==> config.mk <==
export PLATFORM = sky130hd
export DESIGN_NAME = seg_addr_gen
export DESIGN_NICKNAME = d
export VERILOG_FILES = /design/src/rtl/sag_pkg.sv /design/src/rtl/sag_seg_regfile.sv /design/src/rtl/sag_seg_select.sv /design/src/rtl/sag_str_index.sv /design/src/rtl/sag_addr_form.sv /design/src/rtl/seg_addr_gen.sv
export SDC_FILE = /design/constraint.sdc
export NUM_CORES = 1
export LEC_CHECK = 0
export CAP_MARGIN = 10
export CORE_MARGIN = 4
export CORE_UTILIZATION = 29
export CTS_BUF_LIST = sky130_fd_sc_hd__clkbuf_4
export DETAILED_ROUTE_END_ITERATION = 12
export DONT_BUFFER_PORTS = 1
export SETUP_SLACK_MARGIN = 0.02
export SYNTH_ARGS = -nofsm -noshare
export SYNTH_HDL_FRONTEND = slang
export SYNTH_SLANG_ARGS = --single-unit
export TNS_END_PERCENT = 10
==> constraint.sdc <==
create_clock -name clk -period 4.6 [get_ports clk]
set_input_delay 0.46 -clock clk [delete_from_list [all_inputs] [get_ports clk]]
set_output_delay 0.46 -clock clk [all_outputs]
set_load 0.01 [all_outputs]
==> src/rtl/sag_pkg.sv <==
// Package: shared codes for the segmented address generator.
// Assumes the four segment codes are used as register indices.
package sag_pkg;
    typedef enum logic [1:0] {
        SEG_CODE  = 2'd0,
        SEG_DATA  = 2'd1,
        SEG_EXTRA = 2'd2,
        SEG_STACK = 2'd3
    } seg_id_t;

    typedef enum logic [2:0] {
        ACC_FETCH   = 3'd0,
        ACC_STACK   = 3'd1,
        ACC_DATA    = 3'd2,
        ACC_STR_SRC = 3'd3,
        ACC_STR_DST = 3'd4
    } acc_kind_t;

    typedef enum logic [2:0] {
        BASE_BX   = 3'd0,
        BASE_SI   = 3'd1,
        BASE_DI   = 3'd2,
        BASE_DISP = 3'd3,
        BASE_BP   = 3'd4
    } base_reg_t;

    localparam int NUM_SEG = 4;
endpackage

==> src/rtl/sag_seg_regfile.sv <==
// Segment base register file: one register per segment code, loaded
// through a single write port. Assumes the write select is in range.
module sag_seg_regfile
    import sag_pkg::*;
#(
    parameter int SEG_W = 16
) (
    input  logic                            clk,
    input  logic                            rst_n,
    input  logic                            wr_en,
    input  logic [1:0]                      wr_sel,
    input  logic [SEG_W-1:0]                wr_data,
    output logic [NUM_SEG-1:0][SEG_W-1:0]   seg_val
);
    for (genvar g = 0; g < NUM_SEG; g++) begin : g_seg
        // Hold one segment base; clear on reset, load on matching write.
        always_ff @(posedge clk) begin
            if (!rst_n) begin
                seg_val[g] <= '0;
            end else if (wr_en && (wr_sel == 2'(g))) begin
                seg_val[g] <= wr_data;
            end
        end
    end
endmodule

==> src/rtl/sag_seg_select.sv <==
// Segment choice: applies the default pairing of access kind and base
// register, then the override, which never touches a string destination.
// Unlisted kinds act as data accesses; only the BP base selects stack.
module sag_seg_select
    import sag_pkg::*;
(
    input  logic [2:0] kind,
    input  logic [2:0] base,
    input  logic       ovr_en,
    input  logic [1:0] ovr_sel,
    output seg_id_t    seg_sel,
    output logic       use_src,
    output logic       use_dst
);
    acc_kind_t k;
    base_reg_t b;
    seg_id_t   dflt;

    assign k = acc_kind_t'(kind);
    assign b = base_reg_t'(base);

    // Default segment from the access kind and base register.
    always_comb begin
        use_src = 1'b0;
        use_dst = 1'b0;
        case (k)
            ACC_FETCH:   dflt = SEG_CODE;
            ACC_STACK:   dflt = SEG_STACK;
            ACC_STR_SRC: begin
                dflt    = SEG_DATA;
                use_src = 1'b1;
            end
            ACC_STR_DST: begin
                dflt    = SEG_EXTRA;
                use_dst = 1'b1;
            end
            default:     dflt = (b == BASE_BP) ? SEG_STACK : SEG_DATA;
        endcase
    end

    // Override replaces the default except on a string destination.
    always_comb begin
        if (ovr_en && !use_dst) begin
            seg_sel = seg_id_t'(ovr_sel);
        end else begin
            seg_sel = dflt;
        end
    end
endmodule

==> src/rtl/sag_str_index.sv <==
// String index pointers: source and destination offsets that step by the
// element size in the direction given, wrapping in OFF_W bits. A load in
// the same cycle as a step wins.
module sag_str_index #(
    parameter int OFF_W = 16
) (
    input  logic             clk,
    input  logic             rst_n,
    input  logic             step_src,
    input  logic             step_dst,
    input  logic             dir_down,
    input  logic             elem_word,
    input  logic             load_en,
    input  logic             load_dst,
    input  logic [OFF_W-1:0] load_data,
    output logic [OFF_W-1:0] src_idx,
    output logic [OFF_W-1:0] dst_idx
);
    logic [OFF_W-1:0] step;
    logic [OFF_W-1:0] src_next;
    logic [OFF_W-1:0] dst_next;

    // Step size and stepped values for both pointers.
    always_comb begin
        step     = elem_word ? OFF_W'(2) : OFF_W'(1);
        src_next = dir_down ? (src_idx - step) : (src_idx + step);
        dst_next = dir_down ? (dst_idx - step) : (dst_idx + step);
    end

    // Source pointer register: load has priority over step.
    always_ff @(posedge clk) begin
        if (!rst_n) begin
            src_idx <= '0;
        end else if (load_en && !load_dst) begin
            src_idx <= load_data;
        end else if (step_src) begin
            src_idx <= src_next;
        end
    end

    // Destination pointer register: load has priority over step.
    always_ff @(posedge clk) begin
        if (!rst_n) begin
            dst_idx <= '0;
        end else if (load_en && load_dst) begin
            dst_idx <= load_data;
        end else if (step_dst) begin
            dst_idx <= dst_next;
        end
    end
endmodule

==> src/rtl/sag_addr_form.sv <==
// Address former: appends SHIFT zero bits to the segment base, adds the
// zero-extended offset, keeps ADDR_W bits and registers the result with
// a valid flag. Assumes OFF_W does not exceed ADDR_W.
module sag_addr_form #(
    parameter int SEG_W = 16,
    parameter int OFF_W = 16,
    parameter int SHIFT = 4,
    localparam int ADDR_W = SEG_W + SHIFT
) (
    input  logic              clk,
    input  logic              rst_n,
    input  logic              req,
    input  logic [SEG_W-1:0]  seg_base,
    input  logic [1:0]        seg_code,
    input  logic [OFF_W-1:0]  offset,
    output logic              valid,
    output logic [ADDR_W-1:0] addr,
    output logic [1:0]        seg_out
);
    logic [ADDR_W-1:0] sum;

    // Shifted base plus offset, truncated to the address width.
    always_comb begin
        sum = {seg_base, {SHIFT{1'b0}}} + ADDR_W'(offset);
    end

    // Valid flag follows the request strobe by one cycle.
    always_ff @(posedge clk) begin
        if (!rst_n) begin
            valid <= 1'b0;
        end else begin
            valid <= req;
        end
    end

    // Capture address and segment code on each request.
    always_ff @(posedge clk) begin
        if (!rst_n) begin
            addr    <= '0;
            seg_out <= '0;
        end else if (req) begin
            addr    <= sum;
            seg_out <= seg_code;
        end
    end
endmodule

==> src/rtl/seg_addr_gen.sv <==
// Top: real-mode segmented address generator. Holds the segment bases and
// string pointers, picks the segment per request and forms a registered
// 20-bit address one cycle after the strobe.
module seg_addr_gen
    import sag_pkg::*;
#(
    parameter int SEG_W = 16,
    parameter int OFF_W = 16,
    parameter int SHIFT = 4,
    localparam int ADDR_W = SEG_W + SHIFT
) (
    input  logic              clk,
    input  logic              rst_n,
    input  logic              seg_wr_en,
    input  logic [1:0]        seg_wr_sel,
    input  logic [SEG_W-1:0]  seg_wr_data,
    input  logic              idx_wr_en,
    input  logic              idx_wr_dst,
    input  logic [OFF_W-1:0]  idx_wr_data,
    input  logic              req_valid,
    input  logic [2:0]        req_kind,
    input  logic [2:0]        req_base,
    input  logic [OFF_W-1:0]  req_offset,
    input  logic              ovr_en,
    input  logic [1:0]        ovr_sel,
    input  logic              dir_flag,
    input  logic              elem_word,
    output logic              addr_valid,
    output logic [ADDR_W-1:0] phys_addr,
    output logic [1:0]        seg_used,
    output logic [OFF_W-1:0]  src_idx,
    output logic [OFF_W-1:0]  dst_idx
);
    logic [NUM_SEG-1:0][SEG_W-1:0] seg_val;
    seg_id_t                       seg_sel;
    logic                          use_src;
    logic                          use_dst;
    logic [OFF_W-1:0]              eff_off;

    sag_seg_regfile #(.SEG_W(SEG_W)) u_regs (
        .clk     (clk),
        .rst_n   (rst_n),
        .wr_en   (seg_wr_en),
        .wr_sel  (seg_wr_sel),
        .wr_data (seg_wr_data),
        .seg_val (seg_val)
    );

    sag_seg_select u_sel (
        .kind    (req_kind),
        .base    (req_base),
        .ovr_en  (ovr_en),
        .ovr_sel (ovr_sel),
        .seg_sel (seg_sel),
        .use_src (use_src),
        .use_dst (use_dst)
    );

    sag_str_index #(.OFF_W(OFF_W)) u_idx (
        .clk       (clk),
        .rst_n     (rst_n),
        .step_src  (req_valid && use_src),
        .step_dst  (req_valid && use_dst),
        .dir_down  (dir_flag),
        .elem_word (elem_word),
        .load_en   (idx_wr_en),
        .load_dst  (idx_wr_dst),
        .load_data (idx_wr_data),
        .src_idx   (src_idx),
        .dst_idx   (dst_idx)
    );

    // Offset source: a string pointer or the request offset.
    always_comb begin
        if (use_src) begin
            eff_off = src_idx;
        end else if (use_dst) begin
            eff_off = dst_idx;
        end else begin
            eff_off = req_offset;
        end
    end

    sag_addr_form #(.SEG_W(SEG_W), .OFF_W(OFF_W), .SHIFT(SHIFT)) u_form (
        .clk      (clk),
        .rst_n    (rst_n),
        .req      (req_valid),
        .seg_base (seg_val[seg_sel]),
        .seg_code (seg_sel),
        .offset   (eff_off),
        .valid    (addr_valid),
        .addr     (phys_addr),
        .seg_out  (seg_used)
    );
endmodule

# Yosys cells after proc, flatten, opt, wreduce, memory -nomap -nowiden
# Index checks and enable logic that the tools add are counted.
[totals]
word_cells = 53
input_bits = 67
out_inout_bits = 55
ff_bits = 119
[op_classes]
n_eq_ne = 7
reduce_logical = 15
mux = 16
n_addsub = 5
n_lt_le_gt_ge = 1
[ops]
columns = ["cell", "count"]
rows = [
  ["$mux W16", 9],
  ["$add A16 B16 Y16", 2],
  ["$bmux W16 S2", 1],
  ["$sub A16 B16 Y16", 2],
  ["$add A20 B16 Y20", 1],
  ["$logic_and A1 B1 Y1", 9],
  ["$pmux W2 S4", 1],
  ["$eq A3 B3 Y1 const B", 2],
  ["$mux W2", 3],
  ["$eq A2 B2 Y1 const B", 2],
  ["$reduce_bool A2 Y1", 2],
  ["$eq A3 B1 Y1 const B", 1],
  ["$eq A3 B2 Y1 const B", 1],
  ["$logic_not A3 Y1", 1],
  ["$lt A2 B3 Y1 const B", 1],
  ["$eq A2 B1 Y1 const B", 1],
  ["$logic_not A1 Y1", 2],
  ["$logic_not A2 Y1", 1],
  ["$mux W1", 2],
]

# Depth between registers and ports, before layout
[logic_depth]
ltp_word = 8
mapped_depth = 18
mapped_depth_nobuf = 16

# By module
# Synthesis repeated with hierarchy kept, for this count alone.
[hier_totals]
cells_unflattened = 846
hier_area_um2 = 7663.6
[by_module_without_submodules]
columns = ["module", "seq_area_each_um2", "area_each_um2", "n_inst", "cells_per_inst"]
rows = [
  ["sag_str_index", 640.6, 2994.1, 1, 366],
  ["sag_seg_regfile", 1281.2, 2368.5, 1, 228],
  ["sag_addr_form", 460.4, 1442.6, 1, 165],
  ["seg_addr_gen", 0.0, 763.2, 1, 75],
  ["sag_seg_select", 0.0, 95.1, 1, 12],
]

# Least setup slack after synthesis
# No wires, ideal clock.
[synth_timing]
kind = "input-to-reg"
startpoint = "input port ovr_en"
endpoint = "register u_form.addr[16]"
path_buffers = 3
stages = 17
setup_time_ps = 128
arrival_time_ps = 3639
setup_slack_ps = 834
required_time_ps = 4472
path_cell_list = "or4b_1 -> o21ai_0 -> a221o_2 -> buf_6 -> buf_4 -> clkbuf_1 -> a21oi_1 -> ha_1 -> fa_1 -> a21o_1 -> a21oi_1 -> o21bai_1 -> a41oi_1 -> a21oi_1 -> xor2_1 -> mux2i_1 -> nor2_1"
[synth_via]
elab_chain_cells = 5
[synth_rtl]
columns = ["item", "line", "source"]
rows = [
  ["from (decl)", "seg_addr_gen.sv:24", "input logic ovr_en,"],
  ["$logic_and A1 B1 Y1", "sag_seg_select.sv:43", "if (ovr_en && !use_dst) begin"],
  ["$mux W2", "sag_seg_select.sv:43", ""],
  ["$bmux W16 S2", "seg_addr_gen.sv:88", ".seg_base (seg_val[seg_sel]),"],
  ["$mux W16 (implied by the code)", "seg_addr_gen.sv:88", ""],
  ["$add A20 B16 Y20", "sag_addr_form.sv:24", "sum = {seg_base, {SHIFT{1'b0}}} + ADDR_W'(offset);"],
  ["to (signal assigned)", "sag_addr_form.sv:42", "addr <= sum;"],
  ["to (decl)", "sag_addr_form.sv:17", "output logic [ADDR_W-1:0] addr,"],
]
# No other way between the ends. The select of a mux whose other input is x is not followed.
# A chain may end at the register's enable or synchronous reset.

# Worst setup path in the final report
[layout_timing]
startpoint = "input port ovr_en"
endpoint = "register u_form.addr[19]"
# The elaborated chain is that of the path after synthesis.

==> flow_summary_export.csv <==
group,metric,value,unit
outcome,outcome,"finished, final reports clean",
synthesis,ys_seq_area_share,33.0,%
finish,fin_util,32.8,%
synthesis,yosysMostFrequentCell,"nand2_1",
synthesis,synth_cells,934,
sta,timing.fmax,0.315,GHz
global_route,grt_start_max_net_pins,59,
route,ant_nets,0,
global_route,grt_pass1_wl,36100,um
sta,rsz0062_at_grt,"false",
synthesis,netlist.area_leader.share,33.0,%
finish,area_delta_synth_final,10.9,%
die,io_pins,122,
cts,clock_path_buffers,2,
sta,tightest_slew,0.944,ns
synthesis,postSynthAreaPerCell,7.73,sq um
cts,cts_tree,"done",
sta,min_period,3.18,ns
global_route,track_usage,16.6,%
cts,cts_buffers,17,
place,place_ws,0.816,ns
cts,cts_resized,0,
setup_path,worstReg2RegEnd,"u_form.addr[19]$_SDFFE_PN0P_",
finish,nNetsFinal,1044,
setup_path,r2r_cells,11,
route,vias,6686,
power,power_leakage,3.01,nW
die,start_util,29.6,%
power,p_per_area,313,nW/um^2
setup_path,path_class,"in2reg",
cts,cts_root_buffer,"clkbuf_4",
synthesis,synthDistinctLibCells,57,
die,coreArea,24400,sq um
route,drt_iter0_drc,505,
place,place_hpwl,16800,um
sta,setup_ws,1.42,ns
synthesis,synth_edf_count,0,
sta,timing.hold.ws,0.0614,ns
sta,clock_skew,0.0214,ns
cts,insertion_delay,0.56,ns
die,dieArea,27500,sq um
setup_path,cp.required,5.02,ns
sta,slew_headroom,37.0,%
sta,tns,0,ns
finish,drive_above_1_share,5.82,%
synthesis,ys.warnings.count,0,
setup_path,r2r_slack,1.47,ns
setup_path,arrival,3.60,ns
cts,numClockSinks,119,
route,vias_per_cell,5.26,
place,place.gp.congestion,0.871,
place,portBuffers,0,
synthesis,syn_nets,1046,
die,std_cell_rows,57,
route,routed_wl,23400,um
finish,instances_no_fill,1270,
synthesis,synthesis.area,7220,sq um
cts,clk_pin_slew,0.15,ns
synthesis,synth_seq_cells,119,
setup_path,crit_path_end_kind,"flop",
setup_path,cp-start-kind,"input pin",
global_route,antenna_found_initial,1,
hold_path,holdCritPathClass,"in2reg",
flow_run,maxCapViolCount,0,
synthesis,synthTopCellsByCount,"nand2_1 (196), dfxtp_1 (119), a21oi_1 (118)",
place,placed_cells_incl_taps,1212,
synthesis,yosysTopAreaCell,"dfxtp_1",
finish,fill_cells,2643,
setup_path,crit_fanout,20,
synthesis,ys_top_cells_by_area,"dfxtp_1 (33%), nand2_1 (10%), a21oi_1 (8.2%)",
setup_path,cp-endpoint,"u_form.addr[19]$_SDFFE_PN0P_",
global_route,grt_pass1_vias,6155,
setup_path,cp-startpoint,"ovr_en",
synthesis,ys.flop_type,"dfxtp_1",
die,die_x,166,um
route,avgRoutedWirePerCell,18.5,um
cts,htree_levels,4,
sta,fin_crit_sh,69.1,%
sta,setup_viol,0,
setup_path,r2r-start,"u_idx.dst_idx[5]$_SDFFE_PN0P_",
route,remaining_drc_errors,0,
die,fp.dieH,166,um
power,vdd_ir_drop_max,0.172,mV
route,firstDrtPassIters,5,
sta,slew_violations,0,
synthesis,async_reset_ff_share,0,%
sta,hold_viol,0,
global_route,overflow,0,
## what timing repair did
action                    4_1_cts  5_1_grt
hold buffers                   25        0
hold endpoints to repair       85        0
buffers inserted                0        0
## logic make-up (layout without fill, tap and decap cells)
kind of cell | Yosys count | count (layout) | synth area share (%)
and+or+nand+nor | 353 | 353 | 21.6
AOI/OAI and AO/OA | 260 | 260 | 21.8
DFF | 119 | 119 | 33.0
buffers and inverters | 72 | 83 | 4.06
muxes | 59 | 59 | 8.24
adders and majority gates | 45 | 45 | 8.11
xor gates and xnor gates | 26 | 26 | 3.16
other | 0 | 1 | 0
## routing by layer
layer	part of all wire [%]	track usage, %
met4	1.4	3.95
met2	45	25.9
met3	9.8	7.02
met1	44	21.3
met5	0	0
## per-stage QoR
| stage | area [sq um] | total power, mW |
|---|---|---|
| floorplan | 7220 | 1.60 |
| global placement | 7470 | 1.72 |
| detailed placement | 7470 | 1.73 |
| CTS | 8000 | 2.53 |
| global route | 8010 | 2.65 |
| finish | 8010 | 2.50 |
## sequential cells by signal, indices dropped and copies added (netlist names)
signal	flops
u_idx.dst_idx	16
u_regs.seg_val	64
u_form.addr	20
u_form.valid	1
u_idx.src_idx	16
u_form.seg_out	2
## critical path, cell delays in order
cell and delay, ns:
or4b_1 0.53, nor2_1 0.11, a221o_2 0.33, buf_4 0.32, a211oi_1 0.07, a21oi_1 0.15, ha_1 0.28, o21a_1 0.12
o21a_1 0.19, o211ai_1 0.12, a21oi_1 0.11, or3b_2 0.47, nand3_1 0.11, xor2_1 0.15, a211oi_1 0.08
## cells in the final DEF, fill, tap and decap left out, types with 3 or more instances in the layout
| cell | n |
|---|---|
| a41oi_1 | 3 |
| nand3_1 | 16 |
| a31oi_1 | 4 |
| a311oi_1 | 11 |
| nand4_1 | 6 |
| inv_6 | 5 |
| a21oi_1 | 118 |
| clkbuf_4 | 17 |
| mux2_2 | 3 |
| mux2i_1 | 56 |
| o311ai_0 | 5 |
| buf_4 | 9 |
| and2_1 | 6 |
| inv_1 | 16 |
| o21a_1 | 11 |
| nor2_1 | 61 |
| dfxtp_1 | 119 |
| nor2b_1 | 23 |
| nand2b_1 | 5 |
| clkinvlp_4 | 3 |
| ha_1 | 42 |
| o21bai_1 | 4 |
| and3_1 | 6 |
| inv_8 | 4 |
| or2_2 | 4 |
| dlygate4sd3_1 | 25 |
| or3_1 | 9 |
| fa_1 | 3 |
| a21o_1 | 5 |
| o211ai_1 | 9 |
| nor3_1 | 9 |
| xnor2_1 | 16 |
| xor2_1 | 10 |
| nand2_1 | 196 |
| o21ai_0 | 48 |
| a211oi_1 | 23 |
## area by class of cell
class	instances	area, sq um	area share, %
flip-flops and latches	119	2380	29.8
well taps	324	405	5.06
clock inverters	15	153	1.91
inverters	17	63.8	0.797
repair buffers	34	318	3.97
diodes	1	2.50	0.0313
clock buffers	17	128	1.59
multi-input cells	743	4550	56.9
## how the worst min path moves through the flow
stage / start / endpoint / slack, ns / depth (start not counted)
after floorplan: u_regs.seg_val[0]$_SDFFE_PN0P_ / u_regs.seg_val[0]$_SDFFE_PN0P_ / 0.43 / 2
after global placement: u_regs.seg_val[10]$_SDFFE_PN0P_ / u_regs.seg_val[10]$_SDFFE_PN0P_ / 0.44 / 2
after detailed placement: u_regs.seg_val[4]$_SDFFE_PN0P_ / u_regs.seg_val[4]$_SDFFE_PN0P_ / 0.44 / 2
after CTS: idx_wr_data[14] / u_idx.src_idx[14]$_SDFFE_PN0P_ / 0.0002 / 2
after global routing: req_valid / u_form.addr[12]$_SDFFE_PN0P_ / 0.006 / 2
final: idx_wr_data[14] / u_idx.src_idx[14]$_SDFFE_PN0P_ / 0.06 / 2
## where the power goes
part           leakage (nW)  internal (mW)  switching (mW)
Clock                 0.143          0.245           0.529
Sequential            0.974           1.09          0.0860
Combinational          1.90          0.233           0.320
Note: power is estimated with default switching activity, not from simulation.
